[src/rtl/rtcc_pkg.sv]
package rtcc_pkg;
   localparam int unsigned LOC_COUNT = 10;

   typedef enum logic [3:0] {
      L_SEC = 4'd0, L_SEC_AL = 4'd1, L_MIN = 4'd2, L_MIN_AL = 4'd3,
      L_HOUR = 4'd4, L_HOUR_AL = 4'd5, L_DOW = 4'd6, L_DATE = 4'd7,
      L_MONTH = 4'd8, L_YEAR = 4'd9
   } loc_e;

   // byte -> plain value under the selected encoding
   function automatic logic [7:0] val_of(input logic [7:0] b, input logic bcd);
      return bcd ? (8'(b[7:4]) * 8'd10 + 8'(b[3:0])) : b;
   endfunction

   // plain value (0..99) -> byte under the selected encoding
   function automatic logic [7:0] byte_of(input logic [7:0] v, input logic bcd);
      return bcd ? {4'(v / 8'd10), 4'(v % 8'd10)} : v;
   endfunction

   function automatic logic [7:0] month_days(input logic [7:0] mon, input logic [7:0] yr);
      case (mon)
         8'd2:                        return (yr[1:0] == 2'b00) ? 8'd29 : 8'd28;
         8'd4, 8'd6, 8'd9, 8'd11:     return 8'd30;
         default:                     return 8'd31;
      endcase
   endfunction

   function automatic logic [7:0] reset_byte(input int unsigned loc);
      return (loc == 6 || loc == 7 || loc == 8) ? 8'h01 : 8'h00;
   endfunction
endpackage

[src/rtl/rtcc_wrap_step.sv]
module rtcc_wrap_step
   import rtcc_pkg::*;
(
   input  logic [7:0] cur,
   input  logic       bcd,
   input  logic       en,
   input  logic [7:0] lo,
   input  logic [7:0] hi,
   output logic [7:0] nxt,
   output logic       wrap
);
   logic [7:0] v;

   always_comb begin
      v    = val_of(cur, bcd);
      nxt  = cur;
      wrap = 1'b0;
      if (en) begin
         if (v >= hi) begin
            nxt  = byte_of(lo, bcd);
            wrap = 1'b1;
         end else begin
            nxt  = byte_of(v + 8'd1, bcd);
         end
      end
   end
endmodule

[src/rtl/rtcc_hour_step.sv]
module rtcc_hour_step
   import rtcc_pkg::*;
(
   input  logic [7:0] cur,
   input  logic       bcd,
   input  logic       h24,
   input  logic       en,
   output logic [7:0] nxt,
   output logic       day_carry
);
   logic [7:0] v24, v12, e12, e1, inc12, inc24;
   logic       pm;

   always_comb begin
      v24   = val_of(cur, bcd);
      v12   = val_of({1'b0, cur[6:0]}, bcd);
      pm    = cur[7];
      e12   = byte_of(8'd12, bcd);
      e1    = byte_of(8'd1, bcd);
      inc12 = byte_of(v12 + 8'd1, bcd);
      inc24 = byte_of(v24 + 8'd1, bcd);
      nxt       = cur;
      day_carry = 1'b0;
      if (en) begin
         if (h24) begin
            if (v24 >= 8'd23) begin
               nxt       = 8'h00;
               day_carry = 1'b1;
            end else begin
               nxt = inc24;
            end
         end else if (v12 == 8'd11) begin
            nxt       = {~pm, e12[6:0]};
            day_carry = pm;
         end else if (v12 >= 8'd12) begin
            nxt = {pm, e1[6:0]};
         end else begin
            nxt = {pm, inc12[6:0]};
         end
      end
   end
endmodule

[src/rtl/rtcc_regs.sv]
module rtcc_regs
   import rtcc_pkg::*;
#(
   parameter int unsigned ADDR_W   = 4,
   parameter int unsigned DATA_W   = 8,
   parameter int unsigned YEAR_TOP = 99,
   parameter bit          REG_READ = 1'b0
) (
   input  logic              clk,
   input  logic              rst_n,
   input  logic              tick_1hz,
   input  logic              set_hold,
   input  logic              bcd_mode,
   input  logic              hr24_mode,
   input  logic              wr_en,
   input  logic [ADDR_W-1:0] addr,
   input  logic [DATA_W-1:0] wr_data,
   output logic [DATA_W-1:0] rd_data,
   output logic              upd_done
);
   localparam logic [7:0] YEAR_HI = 8'(YEAR_TOP);

   if (DATA_W != 8) begin : g_bad_data_w
      $error("rtcc_regs: DATA_W must be 8");
   end
   if (ADDR_W < 4) begin : g_bad_addr_w
      $error("rtcc_regs: ADDR_W must be at least 4");
   end
   if (YEAR_TOP < 1 || YEAR_TOP > 99) begin : g_bad_year
      $error("rtcc_regs: YEAR_TOP must lie in 1..99");
   end

   logic [7:0] loc_q   [LOC_COUNT];
   logic [7:0] loc_nxt [LOC_COUNT];
   logic       do_upd;
   logic       addr_ok;
   logic [7:0] rd_c;

   logic [7:0] sec_n, min_n, hr_n, dow_n, date_n, mon_n, yr_n, mdays;
   logic       sec_w, min_w, day_c, dow_w, date_w, mon_w, yr_w;

   assign do_upd  = tick_1hz && !set_hold && !wr_en;
   assign addr_ok = (addr < ADDR_W'(LOC_COUNT));
   assign mdays   = month_days(val_of(loc_q[L_MONTH], bcd_mode), val_of(loc_q[L_YEAR], bcd_mode));

   rtcc_wrap_step u_sec (.cur(loc_q[L_SEC]), .bcd(bcd_mode), .en(do_upd), .lo(8'd0), .hi(8'd59),
                         .nxt(sec_n), .wrap(sec_w));
   rtcc_wrap_step u_min (.cur(loc_q[L_MIN]), .bcd(bcd_mode), .en(sec_w), .lo(8'd0), .hi(8'd59),
                         .nxt(min_n), .wrap(min_w));
   rtcc_hour_step u_hour (.cur(loc_q[L_HOUR]), .bcd(bcd_mode), .h24(hr24_mode), .en(min_w),
                          .nxt(hr_n), .day_carry(day_c));
   rtcc_wrap_step u_dow (.cur(loc_q[L_DOW]), .bcd(bcd_mode), .en(day_c), .lo(8'd1), .hi(8'd7),
                         .nxt(dow_n), .wrap(dow_w));
   rtcc_wrap_step u_date (.cur(loc_q[L_DATE]), .bcd(bcd_mode), .en(day_c), .lo(8'd1), .hi(mdays),
                          .nxt(date_n), .wrap(date_w));
   rtcc_wrap_step u_mon (.cur(loc_q[L_MONTH]), .bcd(bcd_mode), .en(date_w), .lo(8'd1), .hi(8'd12),
                         .nxt(mon_n), .wrap(mon_w));
   rtcc_wrap_step u_year (.cur(loc_q[L_YEAR]), .bcd(bcd_mode), .en(mon_w), .lo(8'd0), .hi(YEAR_HI),
                          .nxt(yr_n), .wrap(yr_w));

   always_comb begin
      loc_nxt[L_SEC]     = sec_n;
      loc_nxt[L_SEC_AL]  = loc_q[L_SEC_AL];
      loc_nxt[L_MIN]     = min_n;
      loc_nxt[L_MIN_AL]  = loc_q[L_MIN_AL];
      loc_nxt[L_HOUR]    = hr_n;
      loc_nxt[L_HOUR_AL] = loc_q[L_HOUR_AL];
      loc_nxt[L_DOW]     = dow_n;
      loc_nxt[L_DATE]    = date_n;
      loc_nxt[L_MONTH]   = mon_n;
      loc_nxt[L_YEAR]    = yr_n;
   end

   for (genvar g = 0; g < LOC_COUNT; g++) begin : g_loc
      logic [7:0] q;
      always_ff @(posedge clk) begin
         if (!rst_n)                                q <= reset_byte(g);
         else if (wr_en && addr == ADDR_W'(g))      q <= wr_data;
         else if (do_upd)                           q <= loc_nxt[g];
      end
      assign loc_q[g] = q;
   end

   always_ff @(posedge clk) begin
      if (!rst_n) upd_done <= 1'b0;
      else        upd_done <= do_upd;
   end

   assign rd_c = addr_ok ? loc_q[addr[3:0]] : 8'h00;

   if (REG_READ) begin : g_rd_reg
      logic [7:0] rd_q;
      always_ff @(posedge clk) begin
         if (!rst_n) rd_q <= 8'h00;
         else        rd_q <= rd_c;
      end
      assign rd_data = rd_q;
   end else begin : g_rd_comb
      assign rd_data = rd_c;
   end

   // pulse only after an accepted tick
   assert_upd_pulse_R3: assert property (@(posedge clk) disable iff (!rst_n)
      upd_done |-> $past(tick_1hz && !set_hold && !wr_en));
   // hold freezes the running seconds byte
   assert_freeze_R10: assert property (@(posedge clk) disable iff (!rst_n)
      (set_hold && !wr_en) |=> $stable(loc_q[L_SEC]));
   // alarm seconds byte moves only on a host write
   assert_alarm_hold_R12: assert property (@(posedge clk) disable iff (!rst_n)
      !(wr_en && addr == ADDR_W'(L_SEC_AL)) |=> $stable(loc_q[L_SEC_AL]));
   assert_bcd_digit_R4: assert property (@(posedge clk) disable iff (!rst_n)
      (do_upd && bcd_mode) |=> (loc_q[L_SEC][3:0] <= 4'd9));
   assert_hour12_nonzero_R6: assert property (@(posedge clk) disable iff (!rst_n)
      (do_upd && !hr24_mode) |=> (loc_q[L_HOUR][6:0] != 7'd0));
   assert_dow_wrap_R7: assert property (@(posedge clk) disable iff (!rst_n)
      dow_w |=> (loc_q[L_DOW] == 8'h01));
   assert_year_wrap_R9: assert property (@(posedge clk) disable iff (!rst_n)
      yr_w |=> (loc_q[L_YEAR] == 8'h00));
endmodule

[config.mk]
export PLATFORM = sky130hd
export DESIGN_NAME = rtcc_regs
export DESIGN_NICKNAME = d
export VERILOG_FILES = /design/src/rtl/rtcc_pkg.sv /design/src/rtl/rtcc_wrap_step.sv /design/src/rtl/rtcc_hour_step.sv /design/src/rtl/rtcc_regs.sv
export SDC_FILE = /design/constraint.sdc
export NUM_CORES = 1
export LEC_CHECK = 0
export BUFFER_PORTS_ARGS = -buffer_cell sky130_fd_sc_hd__buf_2
export CELL_PAD_IN_SITES_DETAIL_PLACEMENT = 1
export CELL_PAD_IN_SITES_GLOBAL_PLACEMENT = 1
export CORE_ASPECT_RATIO = 0.75
export CORE_MARGIN = 2
export CORE_UTILIZATION = 44
export DETAILED_ROUTE_END_ITERATION = 10
export GPL_TIMING_DRIVEN = 1
export PLACE_DENSITY_LB_ADDON = 0.1
export SYNTH_ARGS = -nofsm -noshare
export SYNTH_HDL_FRONTEND = slang
export SYNTH_SLANG_ARGS = --single-unit
[constraint.sdc]
create_clock -name clk -period 7 [get_ports clk]
set_clock_uncertainty 0.15 [all_clocks]
set_input_delay 0.7 -clock clk [delete_from_list [all_inputs] [get_ports clk]]
set_output_delay 0.7 -clock clk [all_outputs]
set_load 0.01 [all_outputs]
==> results.txt <==
Layout Nets -> 1934
I/O Buffers -> 27
clock sink count -> 81
Initial Util -> 44.6%
Async S/R FF share, synth -> 0%
crit-path max FO -> 17
syn_area_per_cell -> 7.49 um2
Synth top area share -> 11.7%
Seq/Total Area, Yosys -> 11.7%
Clock Power Share -> 34.5%
Setup CP Type -> flip-flop to flip-flop
Syn-to-layout area delta -> 4.29%
cell area after synthesis -> 0.0139 mm2
Highest Clock Rate -> 154 MHz
Syn Nets -> 1981
die area -> 0.0331 mm2
drt initial violations -> 1271
number of synthesized flops with an enable pin -> 0
root buf cell -> clkbuf_16
initial antenna violation count -> 0
TritonCTS clock tree -> yes
result of the run -> finished clean
core footprint -> 0.0312 mm2
top post-synthesis cells by count -> 177 x nor2_1, 140 x nand2_1, 116 x a21oi_1, 91 x ha_1, 88 x o21ai_0
Finish-stage setup viols -> 0
Worst setup SP type -> flip-flop
clock tree buffer depth -> 2
CTS resizes -> 0
Netlist cell types -> 126
drt drc -> 0
antenna-violating nets left -> 0
synth top area cells -> dfxtp_1 12%, ha_1 8.2%, nor2_1 4.8%, a21oi_1 4.2%, nand2_1 3.8%
gr ovfl total -> 0
ratio of final minimum period to clock period -> 92.8%
Final Wtd Congestion -> 0.894
die width -> 209 um
via count -> 14600
PwrDens -> 101 mW/mm2
relative slew slack -> 31.6%
Worst-Margin Slew -> 1.02 ns
register bit count reported by yosys -> 81
FP Rows -> 56
htree depth -> 3
Post-Syn Instances -> 1857
Routed WL per cell -> 21.7 um
vias in the first global route -> 14300
switching share of power -> 37.1%
maximum capacitance violations -> 0
ant diodes -> 0
setup total negative slack -> 0 ns
Critical Path Sink Type -> flip-flop
number of fill cells -> 3888
Final HPWL DP -> 36.8 mm
drt pass-1 iters -> 5
Peak VDD IR -> 0.136 mV
ys flop type -> dfxtp_1
crit path DAT -> 6.63 ns
Clk Latency, worst-skew pair -> 0.36 ns
CTS clk-pin slew, worst paths -> 0.07 ns
Yosys warnings -> 0
share of total power in combinational logic -> 32.2%
Num CTS Buffers -> 9
internal power -> 0.918 mW
share of cells above drive strength 1 -> 10.8%
max-slew violations -> 0
Leak -> 5.60 nW
minimum clock period -> 6.50 ns
pin count of the biggest net entering global routing -> 62
RSZ-0062 raised after global routing -> false
P_sw -> 0.542 mW
Req. time, crit path -> 7.13 ns
area leader, netlist -> dfxtp_1
total power -> 1.46 mW
wire length of the first global-routing pass -> 78.4 mm
Total Wirelength -> 48.3 mm
Die Height -> 158 um
hold crit path type -> flip-flop to flip-flop
Hold Fails Final Rpt -> 0
vias per cell -> 6.60
post-CTS setup buffers -> 0
CTS Hold Bufs -> 0
number of top-level pins -> 28
top-count cell post-synth -> nor2_1
GRT Util Overall -> 29.0%
sequential share of power -> 33.3%
[stage by stage]
| step | instances | hold slack, ns | setup WS (ns) | util, % | instance area (um2) |
|---|---|---|---|---|---|
| 3_5_place_dp | 2205 | 0.331 | 0.670 | 45.6 | 14200 |
| 2_1_floorplan | 1857 | 0.299 | 0.325 | - | 13900 |
| 3_3_place_gp | 2205 | 0.315 | 0.939 | 45.6 | 14200 |
| 4_1_cts | 2221 | 0.346 | 0.621 | 46.5 | 14500 |
| 5_1_grt | 2221 | 0.376 | 0.00105 | 46.5 | 14500 |
| 6_report | 2221 | 0.348 | 0.501 | 46.5 | 14500 |
[sequential cells by signal, summed over array words and instances, names as in the netlist]
register  cells
g_loc.q      80
upd_done      1
[area by class of cell]
class                      instances  area (um2)  area share (%)
multi-input combinational       1596       11500            79.2
sequential                        81        1620            11.2
tap                              406         508            3.50
timing repair buffer              44         294            2.03
inverter                          78         293            2.02
clock buffer                      10         229            1.58
clock inverter                     6        73.8           0.509
[power groups by stage]
| stage | Sequential, mW | Clock [mW] | Combinational (mW) |
|---|---|---|---|
| final | 0.486 | 0.504 | 0.470 |
| after global routing | 0.488 | 0.524 | 0.514 |
| after CTS | 0.486 | 0.503 | 0.463 |
| after detailed placement | 0.497 | 0 | 0.460 |
| after global placement | 0.496 | 0 | 0.445 |
| after floorplan | 0.488 | 0 | 0.351 |
[cells in the final DEF, fill, tap and decap left out, types with 30 or more instances in the layout]
cell / instances
nand3_1: 73
nand2_1: 140
mux2i_1: 43
inv_1: 73
ha_1: 91
a31oi_1: 30
xnor2_1: 58
a211oi_1: 31
nor3_1: 49
o21ai_0: 88
o211ai_1: 32
a21oi_1: 116
dfxtp_1: 81
nor2_1: 177
nor2b_1: 30
[path summary, 6_finish.rpt]
path / startpoint / end / slack [ns] / depth (start not counted)
max: g_loc[7].q[7] / g_loc[7].q[2] / 0.50 / 25
min reg2reg: g_loc[3].q[0] / g_loc[3].q[0] / 0.35 / 2
min: g_loc[3].q[0] / g_loc[3].q[0] / 0.35 / 2
max reg2reg: g_loc[7].q[7] / g_loc[7].q[2] / 0.50 / 25
[cells by family (layout without fill, tap and decap cells)]
| group | count (synthesis) | in the layout | share of synthesized area [%] |
|---|---|---|---|
| buffers and inverters | 180 | 138 | 5.75 |
| AND/OR/NAND/NOR | 697 | 697 | 25.9 |
| XOR/XNOR | 84 | 84 | 5.50 |
| flip-flops | 81 | 81 | 11.7 |
| adder cells (fa/ha/maj) | 109 | 109 | 10.5 |
| multiplexers | 88 | 88 | 8.15 |
| AO/OA/AOI/OAI | 618 | 618 | 32.5 |
[metal layers]
metal	GRT usage (%)	vias up	share of wire [%]
met5	0	-	0
met4	4.05	0	0.88
met3	2.40	28	4.1
met2	45.8	319	44
met1	43.7	7322	51
li1	-	6980	-
[critical path, stage by stage (launching register included)]
cell	delay (ns)
dfxtp_1	0.47
ha_1	0.30
ha_1	0.24
fa_1	0.55
o211ai_1	0.12
or3_1	0.41
a31oi_2	0.19
buf_4	0.23
or3_1	0.13
nand2_1	0.07
ha_1	0.37
inv_1	0.10
nor2_1	0.05
a211oi_1	0.39
a31oi_2	0.20
nor4bb_1	0.58
o31ai_2	0.16
o211ai_1	0.14
a21boi_0	0.16
a211oi_2	0.43
xnor2_1	0.18
ha_1	0.27
nand2b_1	0.16
o31ai_1	0.07
nand2_1	0.09
a41oi_1	0.21
(Power assumes the default switching activity.)
